**src/rtl/mbox_rx_pkg.sv**
```systemverilog
package mbox_rx_pkg;

  // Register byte offsets; software depends on these values.
  localparam int unsigned OFF_CHAN  = 'h00;
  localparam int unsigned OFF_LOW   = 'h04;
  localparam int unsigned OFF_HIGH  = 'h08;
  localparam int unsigned OFF_TRIG  = 'h0C;
  localparam int unsigned OFF_RST   = 'h10;
  localparam int unsigned OFF_STAT  = 'h14;
  localparam int unsigned OFF_ISTS  = 'h18;
  localparam int unsigned OFF_MASK  = 'h1C;
  localparam int unsigned OFF_DEPTH = 'h24;

  // Status word field positions.
  localparam int unsigned STAT_RD_LSB = 24;
  localparam int unsigned STAT_WR_LSB = 16;
  localparam int unsigned STAT_FULL   = 2;
  localparam int unsigned PTR_FIELD_W = 8;

  // Strobes from control to datapath.
  typedef struct packed {
    logic pop;
    logic flush;
  } dpStrobe_t;

endpackage

```
**src/rtl/mbox_rx_store.sv**
```systemverilog
module mbox_rx_store
  import mbox_rx_pkg::*;
#(
  parameter int unsigned DEPTH  = 8,
  parameter int unsigned MSG_W  = 64,
  parameter int unsigned CHAN_W = 3,
  parameter int unsigned IDX_W  = 3
) (
  input  logic              clk,
  input  logic              rstN,
  input  logic              pushValid,
  input  logic [MSG_W-1:0]  pushMsg,
  input  logic [CHAN_W-1:0] pushChan,
  input  dpStrobe_t         strb,
  output logic [IDX_W-1:0]  rdIdx,
  output logic [IDX_W-1:0]  wrIdx,
  output logic              full,
  output logic              empty,
  output logic [MSG_W-1:0]  headMsg,
  output logic [CHAN_W-1:0] headChan
);

  localparam logic [IDX_W-1:0] LAST_IDX = IDX_W'(DEPTH - 1);

  logic [MSG_W-1:0]  msgMem  [DEPTH];
  logic [CHAN_W-1:0] chanMem [DEPTH];

  logic             pushOk, popOk;
  logic [IDX_W-1:0] wrNext, rdNext;

  function automatic logic [IDX_W-1:0] bumpIdx(input logic [IDX_W-1:0] idx);
    return (idx == LAST_IDX) ? '0 : idx + 1'b1;
  endfunction

  assign empty  = (rdIdx == wrIdx) && !full;
  assign pushOk = pushValid && !full && !strb.flush;
  assign popOk  = strb.pop && !empty && !strb.flush;
  assign wrNext = bumpIdx(wrIdx);
  assign rdNext = bumpIdx(rdIdx);

  always_ff @(posedge clk) begin
    if (pushOk) begin
      msgMem[wrIdx]  <= pushMsg;
      chanMem[wrIdx] <= pushChan;
    end
  end

  assign headMsg  = msgMem[rdIdx];
  assign headChan = chanMem[rdIdx];

  always_ff @(posedge clk) begin
    if (!rstN || strb.flush) begin
      rdIdx <= '0;
      wrIdx <= '0;
      full  <= 1'b0;
    end else begin
      if (pushOk) wrIdx <= wrNext;
      if (popOk)  rdIdx <= rdNext;
      if (pushOk && !popOk && (wrNext == rdIdx)) full <= 1'b1;
      else if (popOk && !pushOk)                 full <= 1'b0;
    end
  end


  full_drop_chk: assert property (@(posedge clk) disable iff (!rstN)
    (pushValid && full && !strb.pop && !strb.flush) |=> (full && $stable(wrIdx) && $stable(rdIdx)));


  empty_pop_chk: assert property (@(posedge clk) disable iff (!rstN)
    (strb.pop && empty && !pushValid && !strb.flush) |=> ($stable(rdIdx) && $stable(wrIdx) && !full));


  full_equal_chk: assert property (@(posedge clk) disable iff (!rstN)
    full |-> (rdIdx == wrIdx));


  flush_clear_chk: assert property (@(posedge clk) disable iff (!rstN)
    strb.flush |=> (rdIdx == '0 && wrIdx == '0 && !full));


  both_level_chk: assert property (@(posedge clk) disable iff (!rstN)
    (pushValid && strb.pop && !full && !empty && !strb.flush) |=> ($past(wrIdx) != wrIdx && $past(rdIdx) != rdIdx && !full));

endmodule

```
**src/rtl/mbox_rx_ctrl.sv**
```systemverilog
module mbox_rx_ctrl
  import mbox_rx_pkg::*;
#(
  parameter int unsigned DEPTH  = 8,
  parameter int unsigned WORD_W = 32,
  parameter int unsigned CHAN_W = 3,
  parameter int unsigned ADDR_W = 6,
  parameter int unsigned IDX_W  = 3,
  parameter int unsigned MASK_W = 5
) (
  input  logic                clk,
  input  logic                rstN,
  input  logic [ADDR_W-1:0]   regAddr,
  input  logic                regWrEn,
  input  logic [WORD_W-1:0]   regWrData,
  input  logic [IDX_W-1:0]    rdIdx,
  input  logic [IDX_W-1:0]    wrIdx,
  input  logic                full,
  input  logic                empty,
  input  logic [2*WORD_W-1:0] headMsg,
  input  logic [CHAN_W-1:0]   headChan,
  output logic [WORD_W-1:0]   regRdData,
  output dpStrobe_t           strb,
  output logic                irqOut
);

  logic [MASK_W-1:0] maskReg;
  logic              irqSts;
  logic              clrIrq, maskWr;
  logic [WORD_W-1:0] statWord;

  function automatic logic hit(input logic [ADDR_W-1:0] a, input int unsigned off);
    return a == ADDR_W'(off);
  endfunction

  assign strb.pop   = regWrEn && hit(regAddr, OFF_TRIG) && regWrData[0];
  assign strb.flush = regWrEn && hit(regAddr, OFF_RST) && (regWrData == '0);
  assign clrIrq     = regWrEn && hit(regAddr, OFF_ISTS) && regWrData[0];
  assign maskWr     = regWrEn && hit(regAddr, OFF_MASK);

  always_ff @(posedge clk) begin
    if (!rstN) begin
      maskReg <= '1;
      irqSts  <= 1'b0;
    end else begin
      if (maskWr) maskReg <= regWrData[MASK_W-1:0];
      if (clrIrq) irqSts  <= 1'b0;
      else if (!empty) irqSts <= 1'b1;
    end
  end

  assign irqOut = irqSts && !maskReg[0];

  always_comb begin
    statWord = '0;
    statWord[STAT_RD_LSB +: PTR_FIELD_W] = PTR_FIELD_W'(rdIdx);
    statWord[STAT_WR_LSB +: PTR_FIELD_W] = PTR_FIELD_W'(wrIdx);
    statWord[STAT_FULL] = full;
  end

  always_comb begin
    regRdData = '0;
    if (hit(regAddr, OFF_CHAN))       regRdData = WORD_W'(headChan);
    else if (hit(regAddr, OFF_LOW))   regRdData = headMsg[WORD_W-1:0];
    else if (hit(regAddr, OFF_HIGH))  regRdData = headMsg[2*WORD_W-1:WORD_W];
    else if (hit(regAddr, OFF_STAT))  regRdData = statWord;
    else if (hit(regAddr, OFF_ISTS))  regRdData = WORD_W'(irqSts);
    else if (hit(regAddr, OFF_MASK))  regRdData = WORD_W'(maskReg);
    else if (hit(regAddr, OFF_DEPTH)) regRdData = WORD_W'(DEPTH - 1);
  end


  irq_set_chk: assert property (@(posedge clk) disable iff (!rstN)
    (!empty && !clrIrq) |=> irqSts);


  irq_clear_chk: assert property (@(posedge clk) disable iff (!rstN)
    clrIrq |=> !irqSts);


  irq_gate_chk: assert property (@(posedge clk) disable iff (!rstN)
    (maskWr && regWrData[0]) |=> !irqOut);

endmodule

```
**src/rtl/mbox_rx_fifo.sv**
```systemverilog
module mbox_rx_fifo
  import mbox_rx_pkg::*;
#(
  parameter int unsigned DEPTH  = 8,
  parameter int unsigned WORD_W = 32,
  parameter int unsigned CHAN_W = 3,
  parameter int unsigned ADDR_W = 6
) (
  input  logic                clk,
  input  logic                rstN,
  input  logic                pushValid,
  input  logic [2*WORD_W-1:0] pushMsg,
  input  logic [CHAN_W-1:0]   pushChan,
  input  logic [ADDR_W-1:0]   regAddr,
  input  logic                regWrEn,
  input  logic [WORD_W-1:0]   regWrData,
  output logic [WORD_W-1:0]   regRdData,
  output logic                irqOut
);

  localparam int unsigned IDX_W = (DEPTH > 1) ? $clog2(DEPTH) : 1;
  localparam int unsigned MSG_W = 2 * WORD_W;

  dpStrobe_t         strb;
  logic [IDX_W-1:0]  rdIdx, wrIdx;
  logic              full, empty;
  logic [MSG_W-1:0]  headMsg;
  logic [CHAN_W-1:0] headChan;

  mbox_rx_store #(
    .DEPTH(DEPTH), .MSG_W(MSG_W), .CHAN_W(CHAN_W), .IDX_W(IDX_W)
  ) i_store (
    .clk(clk), .rstN(rstN),
    .pushValid(pushValid), .pushMsg(pushMsg), .pushChan(pushChan),
    .strb(strb),
    .rdIdx(rdIdx), .wrIdx(wrIdx), .full(full), .empty(empty),
    .headMsg(headMsg), .headChan(headChan)
  );

  mbox_rx_ctrl #(
    .DEPTH(DEPTH), .WORD_W(WORD_W), .CHAN_W(CHAN_W),
    .ADDR_W(ADDR_W), .IDX_W(IDX_W), .MASK_W(5)
  ) i_ctrl (
    .clk(clk), .rstN(rstN),
    .regAddr(regAddr), .regWrEn(regWrEn), .regWrData(regWrData),
    .rdIdx(rdIdx), .wrIdx(wrIdx), .full(full), .empty(empty),
    .headMsg(headMsg), .headChan(headChan),
    .regRdData(regRdData), .strb(strb), .irqOut(irqOut)
  );

endmodule

```
**config.mk**
```make
export PLATFORM = sky130hd
export DESIGN_NAME = mbox_rx_fifo
export DESIGN_NICKNAME = d
export VERILOG_FILES = /design/src/rtl/mbox_rx_pkg.sv /design/src/rtl/mbox_rx_store.sv /design/src/rtl/mbox_rx_ctrl.sv /design/src/rtl/mbox_rx_fifo.sv
export SDC_FILE = /design/constraint.sdc
export NUM_CORES = 1
export LEC_CHECK = 0
export CORE_AREA = 5 5 233 235
export CTS_BUF_LIST = sky130_fd_sc_hd__clkbuf_16
export CTS_CLUSTER_SIZE = 10
export DETAILED_ROUTE_END_ITERATION = 10
export DIE_AREA = 0 0 238 240
export DONT_BUFFER_PORTS = 1
export PLACE_DENSITY = 0.6
export SYNTH_ARGS = -nofsm -noshare
export SYNTH_HDL_FRONTEND = slang
export SYNTH_SLANG_ARGS = --single-unit
```
**constraint.sdc**
```tcl
create_clock -name clk -period 8.3 [get_ports clk]
set_clock_uncertainty 0.2 [all_clocks]
set_input_delay 1.66 -clock clk [delete_from_list [all_inputs] [get_ports clk]]
set_output_delay 1.66 -clock clk [all_outputs]
set_load 0.03 [all_outputs]
```
# Word-level counts from Yosys, hierarchy flattened
# Memories as Yosys holds them, arrays and structs flattened. A register that Yosys moved wholly into a read port is not among the register bits.
# Cells that the tools add are included.
totals:
  regBits: 13
  latchBits: 0
  mem_bits_rw: 536
  rom_bits: 0
  in_bits: 109
  out_inout_bits: 33
  word_cells: 67
  n_memories: 2
classes:
  addsub: 2
  n_mul: 0
  n_div: 0
  order_cmp: 0
  n_eq_ne: 12
  shifts: 0
  n_mux: 17
  bitwise_logic: 1
  reduce_logical: 28
memory_table:
  columns: ["memory", "depth", "word_bits", "read_ports", "rd_ports_with_merged_regs", "wr", "line", "rtl"]
  rows:
  - ["i_store.msgMem", 8, 64, 1, 1, 1, "mbox_rx_store.sv:25", "logic [MSG_W-1:0] msgMem [DEPTH];"]
  - ["i_store.chanMem", 8, 3, 1, 1, 1, "mbox_rx_store.sv:26", "logic [CHAN_W-1:0] chanMem [DEPTH];"]
ops:
  columns: ["cell", "n"]
  rows:
  - ["$mux W32", 6]
  - ["$logic_not A32 Y1", 1]
  - ["$eq A6 B5 Y1 const B", 4]
  - ["$mux W3", 7]
  - ["$logic_and A1 B1 Y1", 16]
  - ["$eq A6 B4 Y1 const B", 2]
  - ["$logic_not A1 Y1", 7]
  - ["$add A3 B1 Y3 const B", 2]
  - ["$eq A3 B3 Y1", 2]
  - ["$eq A3 B3 Y1 const B", 2]
  - ["$eq A6 B3 Y1 const B", 1]
  - ["$eq A6 B6 Y1 const B", 1]
  - ["$logic_not A6 Y1", 1]
  - ["$mux W1", 4]
  - ["$reduce_bool A2 Y1", 1]
  - ["$reduce_or A2 Y1", 1]
  - ["$logic_or A1 B1 Y1", 1]
  - ["$not A1 Y1", 1]

# Longest topological paths before layout
# Gate-level depths: netlist (run 1).
logic_depth:
  depth_word: 9
  depth_mapped: 8
  mapped_depth_nobuf: 6

# Hierarchy
# Synthesis (run 1) repeated with hierarchy kept, for this count alone.
unflattened:
  cells_unflattened: 962
  area_unflattened_um2: 21978.6
modules_own_cells:
  columns: ["module", "n_inst", "cells_each", "area_each_um2", "seq_area_each_um2"]
  rows:
  - ["mbox_rx_store", 1, 831, 20968.9, 16295.6]
  - ["mbox_rx_ctrl", 1, 131, 1009.7, 120.1]

# Least setup slack after synthesis (run 1)
# OpenSTA, ideal clock, no wires.
synth_timing:
  path_type: "input to register"
  startpoint: "input port regWrEn"
  endpoint: "memory i_store.chanMem[3][0], enable pin"
  setup_time_ns: 0.588
  t_arrival_ns: 7.138
  t_required_ns: 7.512
  slack_ns: 0.374
  path_stages: 6
  n_path_buf: 1
  cell_sequence: "clkbuf_2 > nor4b_1 > nand4_1 > or3_1 > nand2_1 > nor3b_1"
synth_via:
  elab_chain_cells: 6
synth_rtl:
  columns: ["element", "line", "rtl"]
  rows:
  - ["start, declared", "mbox_rx_fifo.sv:15", "input logic regWrEn,"]
  - ["$logic_and A1 B1 Y1 (2 in a row)", "mbox_rx_ctrl.sv:37", "assign strb.flush = regWrEn && hit(regAddr, OFF_RST) && (regWrData == '0);"]
  - ["$logic_not A1 Y1", "mbox_rx_store.sv:36", "assign pushOk = pushValid && !full && !strb.flush;"]
  - ["$logic_and A1 B1 Y1", "mbox_rx_store.sv:36", null]
  - ["$mux W1", "mbox_rx_store.sv:42", "if (pushOk) begin"]
  - ["$mux W1 (implied by the code)", "mbox_rx_store.sv:44", "chanMem[wrIdx] <= pushChan;"]
  - ["end, declared", "mbox_rx_store.sv:26", null]
# No other way between the ends.

# Worst setup path in the final report (run 1)
layout_timing:
  startpoint: "input port regAddr[1]"
  endpoint: "output port regRdData[0]"
layout_via:
  elab_chain_cells: 8
  elab_cells_between_ends: 14
  classes_between: "eq/ne: 6; mux: 7; reduce/logical: 1"
layout_rtl:
  columns: ["element", "line", "rtl"]
  rows:
  - ["start, declared", "mbox_rx_fifo.sv:14", "input logic [ADDR_W-1:0] regAddr,"]
  - ["$eq A6 B6 Y1", "mbox_rx_ctrl.sv:33", "return a == ADDR_W'(off);"]
  - ["$mux W3", "mbox_rx_ctrl.sv:69", "else if (hit(regAddr, OFF_DEPTH)) regRdData = WORD_W'(DEPTH - 1);"]
  - ["$mux W32", "mbox_rx_ctrl.sv:68", "else if (hit(regAddr, OFF_MASK)) regRdData = WORD_W'(maskReg);"]
  - ["$mux W32", "mbox_rx_ctrl.sv:67", "else if (hit(regAddr, OFF_ISTS)) regRdData = WORD_W'(irqSts);"]
  - ["$mux W32", "mbox_rx_ctrl.sv:66", "else if (hit(regAddr, OFF_STAT)) regRdData = statWord;"]
  - ["$mux W32", "mbox_rx_ctrl.sv:65", "else if (hit(regAddr, OFF_HIGH)) regRdData = headMsg[2*WORD_W-1:WORD_W];"]
  - ["$mux W32", "mbox_rx_ctrl.sv:64", "else if (hit(regAddr, OFF_LOW)) regRdData = headMsg[WORD_W-1:0];"]
  - ["$mux W32 *", "mbox_rx_ctrl.sv:63", "if (hit(regAddr, OFF_CHAN)) regRdData = WORD_W'(headChan);"]
  - ["end, declared", "mbox_rx_fifo.sv:17", "output logic [WORD_W-1:0] regRdData,"]
# Mark *: on every way between the ends. The rest lies on a longest branch, timed or not.

==> flow_summary.json, run 1 <==
{
  "syn_nets": 1129,
  "io-pin-count": 142,
  "syn_inst": 1016,
  "synthArstFlopShare_pct": 0,
  "hpwlAfterDp_um": 27710,
  "drc_errors": 0,
  "cts.clk_slew.worst_paths_ns": 0.06,
  "critPathMaxStageDelay_ns": 0.94,
  "crit_start": "regAddr[1]",
  "dieHeight_um": 240,
  "crit_chain": "nor2_1, nand4b_1, inv_1, a221oi_1, o21ai_1",
  "synth_area_mm2": 0.02147,
  "grt_max_degree": 67,
  "cts_resized": 0,
  "antenna_left": 0,
  "syn_avg_cell_area_um2": 21.13,
  "fin_crit_sh_pct": 73.37,
  "dp_slack_ns": 2.176,
  "ff2ff_path_depth": 5,
  "ys_types": 46,
  "clkLatencyLatePin_ns": 0.58,
  "gp_congestion": 0.7717,
  "crit_path_max_fanout": 18,
  "grt_pass1_vias": 10342,
  "worst-path-stages": 5,
  "min-delay-path-class": "reg2reg",
  "status": "finished clean",
  "finalHoldViolations": 0,
  "cts_tree": "done",
  "max-slew-margin-rel_pct": 21.00,
  "drive_gt1_share_pct": 21.38,
  "rsz0062_at_grt": "false",
  "cts_max_path_buffers": 3,
  "finalWorstSetupSlack_ns": 2.210,
  "ys_warn_count": 0,
  "path_buf_inv": 1,
  "clock-sinks": 552,
  "cp-endpoint": "regRdData[0]",
  "fin_nets": 1164,
  "coreArea_mm2": 0.05202,
  "post-synth-top-count-cell": "edfxtp_1",
  "report.final.slew_viol_count": 0,
  "area_growth_pct": 12.05,
  "cts_buffers": 66,
  "finalSetupTns_ns": 0,
  "post_cts_buffers": 0,
  "synth_top_cell_by_area": "edfxtp_1",
  "power_density_mw_per_mm2": 240.0,
  "start_kind": "input pin",
  "crit_type": "in2out",
  "synthTopCellsByArea": "edfxtp_1 (75%), mux4_2 (12%), mux2i_1 (3.8%)",
  "p_total_mw": 5.773,
  "synthFlopType": "edfxtp_1",
  "required_ns": 6.44,
  "synth_edf_count": 536,
  "max_freq_mhz": 164.2,
  "wl_per_cell_um": 27.62,
  "initial_core_util_pct": 41.26,
  "vias": 9963,
  "synth-seq-cells": 552,
  "hold_buffers": 0,
  "arrival_ns": 4.23,
  "firstDrtPassIters": 5,
  "die_w_um": 238,
  "grt_antenna_before_repair": 0,
  "root_buffer": "clkbuf_16",
  "grt_pass1_wl_um": 70470,
  "tightest_slew_ns": 1.179,
  "critPathTopFamily": "simple AND/OR/NAND/NOR gates",
  "track_usage_pct": 16.92,
  "maxCapViolations": 0,
  "r2r_start": "i_store.full",
  "crit_path_end_kind": "primary output",
  "crit_path_top_delay_cell": "nand4b_1",
  "p_leak_nw": 7.262,
  "ir_drop_v": 0.0002086,
  "antenna_cells": 0,
  "rr_endpoint": "i_store.msgMem[5][51]",
  "totalWireLength_um": 48580,
  "drt_iter0_markers": 934,
  "htreeDepth": 3,
  "ff2ff_setup_slack_ns": 4.99,
  "die_area_mm2": 0.05712,
  "ys_seq_area_share_pct": 76.47,
  "synth_commonest_cells": "edfxtp_1 (536), mux4_2 (117), mux2i_1 (82)",
  "port_buffers": 0,
  "synth_top_area_share_pct": 74.98,
  "grt-ovfl-total": 0,
  "num_rows": 84,
  "routed_via_density": 5.664,
  "period_minus_slack_ns": 6.090,
  "setup_viol": 0
}
[metrics by stage]
stage	std cells	utilization [%]	hold slack (ns)	cell area, µm²
4_1_cts	1759	46.23	0.2841	24050
6_report	1759	46.23	0.2856	24050
2_1_floorplan	1016	-	0.2381	21470
3_3_place_gp	1671	42.76	0.2566	22250
3_5_place_dp	1671	42.76	0.2724	22250
5_1_grt	1759	46.23	0.3261	24050
[registers in the layout, indices dropped and copies added, names as in the netlist, named ones only]
register,cells
i_store.full,1
i_store.msgMem,512
i_ctrl.maskReg,5
i_store.wrIdx,3
i_store.chanMem,24
i_ctrl.irqSts,1
i_store.rdIdx,3
[tightest hold or removal path, cell delays in order, from the launching register on]
cell and delay, ns:
dfxtp_1 0.31, inv_1 0.07, a21oi_1 0.06
[layout by cell type, fill, tap and decap left out, types with 3 or more instances in the layout]
cell type    n
nor3_1       5
nor2_1      16
inv_1       17
a22oi_1     16
xor2_1       3
nor4_1       7
nand3_1     14
a31oi_1      3
nor2_4       4
a21oi_1     17
o22ai_1     23
and3_1       9
clkinv_1     4
a32oi_1      9
mux4_2     117
dfxtp_4      3
a221oi_1     3
nand2b_1     4
ha_1         4
dfxtp_1     13
mux2i_1     82
edfxtp_1   536
clkbuf_16   67
o21ai_0      3
nand2_1     32
buf_4       20
[layout make-up]
type | count | area (µm²)
fillers | 4276 | 27970
repair buffers | 21 | 170.2
multi-input cells | 404 | 4765
clock buffers | 67 | 1677
inverters | 6 | 22.52
well taps | 688 | 860.8
clock inverters | 21 | 131.4
flip-flops and latches | 552 | 16430
[worst min path at each step]
stage / start / to / cells past startpoint
3_3_place_gp: i_ctrl.maskReg[1] / i_ctrl.maskReg[1] / 2
4_1_cts: i_ctrl.irqSts / i_ctrl.irqSts / 2
3_5_place_dp: i_ctrl.irqSts / i_ctrl.irqSts / 2
6_report: i_ctrl.irqSts / i_ctrl.irqSts / 2
5_1_grt: i_ctrl.irqSts / i_ctrl.irqSts / 2
2_1_floorplan: i_ctrl.maskReg[2] / i_ctrl.maskReg[2] / 2
[kinds of logic after synthesis]
kind of cell / Yosys count / share of synthesized area, %
flops: 552 / 76.47
mux: 199 / 16.10
simple gates: 116 / 2.949
compound gates: 80 / 2.477
buf+inv: 60 / 1.562
xor+xnor: 5 / 0.2040
fa+ha+maj: 4 / 0.2332
[metal layers]
| metal | vias to the layer above | track usage, % | share of wire [%] | wire length (µm) |
|---|---|---|---|---|
| met5 | - | 0 | 0 | 0 |
| met4 | 0 | 4.974 | 2.4 | 1145 |
| met3 | 76 | 4.714 | 6.4 | 3128 |
| met2 | 302 | 27.47 | 49 | 23670 |
| met1 | 5272 | 22.65 | 42 | 20640 |
| li1 | 4313 | - | - | - |
[power by group]
part / leakage [nW] / switching (mW) / total, mW / internal, mW
sequential: 5.00 / 0.0150 / 3.14 / 3.13
combinational: 1.34 / 0.0973 / 0.148 / 0.0511
clock: 0.927 / 1.04 / 2.48 / 1.44
(Power assumes the default switching activity.)
==> run 2, diff against run 1 <==
--- a/config.mk
+++ b/config.mk
@@ -11,7 +11,7 @@
 export DETAILED_ROUTE_END_ITERATION = 10
 export DIE_AREA = 0 0 238 240
 export DONT_BUFFER_PORTS = 1
-export PLACE_DENSITY = 0.6
+export PLACE_DENSITY = 0.58
 export SYNTH_ARGS = -nofsm -noshare
 export SYNTH_HDL_FRONTEND = slang
 export SYNTH_SLANG_ARGS = --single-unit
==> constraint.sdc (replaced) <==
create_clock -name clk -period 6.1 [get_ports clk]
set_clock_uncertainty 0.2 [all_clocks]
set_input_delay 1.22 -clock clk [delete_from_list [all_inputs] [get_ports clk]]
set_output_delay 1.22 -clock clk [all_outputs]
set_load 0.03 [all_outputs]
==> run 2 against run 1 <==
Non-clock buffer count grew 3. Critical path type is now reg2out. Cell area grew 0.73%. Hold slack lost 0.015 ns. Via count grew 0.18%.
==> flow_summary.json, run 2 (synthesis results as in run 1) <==
{
  "tightest_slew_ns": 0.8761,
  "finalWorstSetupSlack_ns": 1.216,
  "arrival_ns": 3.46,
  "p_total_mw": 7.945,
  "crit_path_end_kind": "primary output",
  "fin_cells": 1766,
  "stdcell_area_mm2": 0.02423,
  "largest_reg_flops": 512,
  "status": "finished clean",
  "firstDrtPassIters": 5,
  "num_rows": 84,
  "gp_congestion": 0.9378,
  "vias": 9981,
  "crit_type": "reg2out",
  "htreeDepth": 3,
  "place_area_mm2": 0.02235,
  "critPathMaxStageDelay_ns": 0.75,
  "initial_core_util_pct": 41.26,
  "grt_antenna_before_repair": 0,
  "dieHeight_um": 240,
  "grt-ovfl-total": 0,
  "layout_commonest_cell": "edfxtp_1",
  "die_w_um": 238,
  "grt_pass1_vias": 10583,
  "die_area_mm2": 0.05712,
  "dp_slack_ns": 1.730,
  "cts_max_path_buffers": 3,
  "ir_drop_v": 0.0002548,
  "routed_via_density": 5.652,
  "fin_nets": 1168,
  "post_cts_buffers": 0,
  "root_buffer": "clkbuf_16",
  "dp.cells": 1674,
  "coreArea_mm2": 0.05202,
  "cts_tree": "done",
  "drt_iter0_markers": 656,
  "drc_errors": 0,
  "drive_gt1_share_pct": 22.08,
  "grt_max_degree": 70,
  "report.final.slew_viol_count": 0,
  "min-delay-path-class": "reg2reg",
  "antenna_cells": 0,
  "crit_chain": "inv_1, nor2_1, a22oi_1, a32oi_1, a21oi_1",
  "start_kind": "register",
  "period_minus_slack_ns": 4.884,
  "rsz0062_at_grt": "false",
  "track_usage_pct": 16.91,
  "crit_path_top_delay_cell": "dfxtp_4",
  "cts_resized": 0,
  "setup_viol": 0,
  "finalHoldViolations": 0,
  "timing.hold.ws_ns": 0.2710,
  "p_leak_nw": 7.325,
  "hold_buffers": 0,
  "area_growth_pct": 12.88,
  "max-slew-margin-rel_pct": 42.45,
  "port_buffers": 0,
  "grt_pass1_wl_um": 70990,
  "maxCapViolations": 0,
  "crit_path_max_fanout": 37,
  "totalWireLength_um": 48090,
  "power_density_mw_per_mm2": 327.9,
  "wl_per_cell_um": 27.23,
  "regMostFlops": "i_store.msgMem",
  "clkLatencyLatePin_ns": 0.58,
  "fin_crit_sh_pct": 80.07,
  "hpwlAfterDp_um": 27480,
  "finalSetupTns_ns": 0,
  "largestRegisters": "i_store.msgMem (512), i_store.chanMem (24), i_ctrl.maskReg (5)",
  "max_freq_mhz": 204.7,
  "fillers": 4321,
  "final_cell_mix": "edfxtp_1 (536), mux4_2 (117), mux2i_1 (82), clkbuf_16 (70), nand2_1 (32)",
  "clock-sinks": 552,
  "cts.clk_slew.worst_paths_ns": 0.06,
  "final_util_pct": 46.57,
  "required_ns": 4.68,
  "io-pin-count": 142,
  "cts_buffers": 67,
  "antenna_left": 0
}
==> run 2: area by class of cell <==
class                           instances  area, µm²  share of cell area, %
Multi-Input combinational cell        404       4795                  19.79
Tap cell                              688      860.8                  3.553
Clock inverter                         22      130.1                 0.5371
Inverter                                6      22.52                0.09295
Sequential cell                       552      16430                  67.80
Clock buffer                           70       1752                  7.230
Timing Repair Buffer                   24      242.7                  1.002
==> run 2: routing by layer <==
layer / up-vias / GRT usage (%) / part of all wire, %
li1: 4327 / - / -
met1: 5248 / 21.87 / 41
met2: 328 / 27.27 / 49
met3: 78 / 5.632 / 8.1
met4: 0 / 5.635 / 2.3
met5: - / 0 / 0
==> run 2: final timing paths <==
kind,slack [ns],start,endpoint,depth (start not counted)
setup / recovery,1.22,register,regRdData[17],5
hold / removal,0.27,i_ctrl.maskReg[1],i_ctrl.maskReg[1],2
setup reg to reg,3.24,i_store.wrIdx[2],i_store.msgMem[4][59],3
hold reg to reg,0.27,i_ctrl.maskReg[1],i_ctrl.maskReg[1],2
==> run 2: power by group <==
part           internal, mW  switching [mW]
clock                  2.04            1.42
combinational        0.0722           0.128
sequential             4.26          0.0219
total                  6.37            1.57
==> run 2: worst max-delay path, delay by kind of cell (launching register included) <==
| family | cells | cell delay [ns] |
|---|---|---|
| buffers and inverters | 1 | 0.45 |
| and+or+nand+nor | 1 | 0.70 |
| AOI/OAI and AO/OA | 3 | 0.95 |
| DFF | 1 | 0.75 |
==> run 3, diff against run 2 <==
==> constraint.sdc (replaced) <==
create_clock -name clk -period 4.9 [get_ports clk]
set_clock_uncertainty 0.2 [all_clocks]
set_input_delay 0.98 -clock clk [delete_from_list [all_inputs] [get_ports clk]]
set_output_delay 0.98 -clock clk [all_outputs]
set_load 0.03 [all_outputs]
==> run 3 against run 2 <==
Via count up 0.97%. Clock-buffer cell count fell by 2. Sequential power rose by 25%. Global-route usage is essentially flat. Sequential share of layout area fell by 0.53 points. First-iteration DRC count fell by 0.91%. Critical path depth stayed put. Cell area grew 0.80%. Non-clock buffer count increased by 21. Die area is the same. Routed wire length did not move. Final cell count is 0.68% higher. Largest power group unchanged. Highest routed layer unchanged.
==> flow_summary.json, run 3 (synthesis results as in run 1) <==
{
  "status": "finished clean",
  "start_kind": "register",
  "path_buf_inv": 1,
  "tightest_slew_ns": 0.9414,
  "drt_iter0_markers": 650,
  "coreArea_mm2": 0.05202,
  "dieHeight_um": 240,
  "grt_pass1_wl_um": 70860,
  "port_buffers": 0,
  "period_minus_slack_ns": 4.351,
  "grt_antenna_before_repair": 0,
  "power_density_mw_per_mm2": 403.1,
  "grt.met2_usage_pct": 26.40,
  "die_area_mm2": 0.05712,
  "arrival_ns": 3.17,
  "grt-ovfl-total": 0,
  "cts.clk_slew.worst_paths_ns": 0.05,
  "met1_usage_pct": 23.02,
  "finalSetupTns_ns": 0,
  "cts_resized": 0,
  "largestRegisters": "i_store.msgMem (512), i_store.chanMem (24), i_ctrl.maskReg (5)",
  "multiInputGateArea_mm2": 0.004795,
  "finalHoldViolations": 0,
  "wl_per_cell_um": 27.05,
  "min-delay-path-class": "reg2reg",
  "clkLatencyLatePin_ns": 0.56,
  "drc_errors": 0,
  "area_growth_pct": 13.77,
  "cts_max_path_buffers": 3,
  "crit_chain": "inv_1, nor2_1, a22oi_1, a32oi_1, a21oi_1",
  "maxCapViolations": 0,
  "final_util_pct": 46.94,
  "grt_pass1_vias": 10612,
  "cts_buffers": 66,
  "max_freq_mhz": 229.8,
  "p_leak_nw": 7.425,
  "rsz0062_at_grt": "false",
  "crit_path_end_kind": "primary output",
  "fillers": 4316,
  "max-slew-margin-rel_pct": 37.24,
  "crit_type": "reg2out",
  "vias": 10078,
  "grt_max_degree": 79,
  "regMostFlops": "i_store.msgMem",
  "gr-max-usage-layer": "met2",
  "num_rows": 84,
  "gp_congestion": 0.9112,
  "totalWireLength_um": 48090,
  "critPathTopFamily": "compound AO/OA/AOI/OAI gates",
  "fin_crit_sh_pct": 88.80,
  "routed_via_density": 5.668,
  "setup_viol": 0,
  "cts_tree": "done",
  "post_cts_buffers": 0,
  "seq_area_mm2": 0.01643,
  "crit_path_max_fanout": 17,
  "firstDrtPassIters": 5,
  "initial_core_util_pct": 41.26,
  "fin_nets": 1188,
  "root_buffer": "clkbuf_16",
  "use_met3_pct": 5.517,
  "largest_reg_flops": 512,
  "p_total_mw": 9.845,
  "clock-sinks": 552,
  "htreeDepth": 3,
  "drive_gt1_share_pct": 23.30,
  "hold_buffers": 0,
  "crit_path_top_delay_cell": "nor2_1",
  "critPathMaxStageDelay_ns": 0.79,
  "io-pin-count": 142,
  "hpwlAfterDp_um": 26740,
  "layout_commonest_cell": "edfxtp_1",
  "track_usage_pct": 16.93,
  "antenna_left": 0,
  "required_ns": 3.72,
  "ir_drop_v": 0.0003341,
  "final_cell_mix": "edfxtp_1 (536), mux4_2 (117), mux2i_1 (82), clkbuf_16 (68), buf_4 (33)",
  "die_w_um": 238,
  "antenna_cells": 0,
  "report.final.slew_viol_count": 0
}
run 3: per-layer routing:
layer	up-vias	routed length, µm
li1	4357	-
met4	0	1290
met5	-	0
met2	327	22670
met1	5312	20620
met3	82	3507
run 3: final timing paths:
path,to,slack (ns),cells past startpoint,from
worst max-delay path,regRdData[18],0.55,5,register
worst min-delay path,i_ctrl.maskReg[1],0.27,2,i_ctrl.maskReg[1]
worst max register to register,i_store.msgMem[4][28],2.29,5,i_store.full
worst min register to register,i_ctrl.maskReg[1],0.27,2,i_ctrl.maskReg[1]
run 3: through the flow:
| step | std cells | hold WS [ns] | setup slack, ns | cell area, µm² |
|---|---|---|---|---|
| finish | 1778 | 0.2708 | 0.5487 | 24420 |
| global route | 1778 | 0.2453 | 0.3819 | 24420 |
| CTS | 1778 | 0.2461 | 0.5107 | 24420 |
| detailed placement | 1695 | 0.2624 | 1.068 | 22590 |
| global placement | 1695 | 0.2521 | 1.082 | 22590 |
| floorplan | 1016 | 0.2381 | -0.2002 | 21490 |
run 3: power breakdown:
| group | total, mW | switching [mW] | internal, mW |
|---|---|---|---|
| Sequential | 5.33 | 0.0263 | 5.30 |
| Combinational | 0.257 | 0.162 | 0.0950 |
| Clock | 4.26 | 1.71 | 2.56 |
run 3: layout make-up:
type,instances,area share [%]
clock buffer,68,6.968
clock inverter,15,0.5226
inverter,6,0.09222
tap,688,3.525
sequential,552,67.26
timing repair buffer,45,1.998
multi-input combinational,404,19.63
run 3: worst min-delay path, stage by stage, from the launching register on:
cell	delay (ns)
dfxtp_1	0.32
nand2_1	0.05
nand3_1	0.07
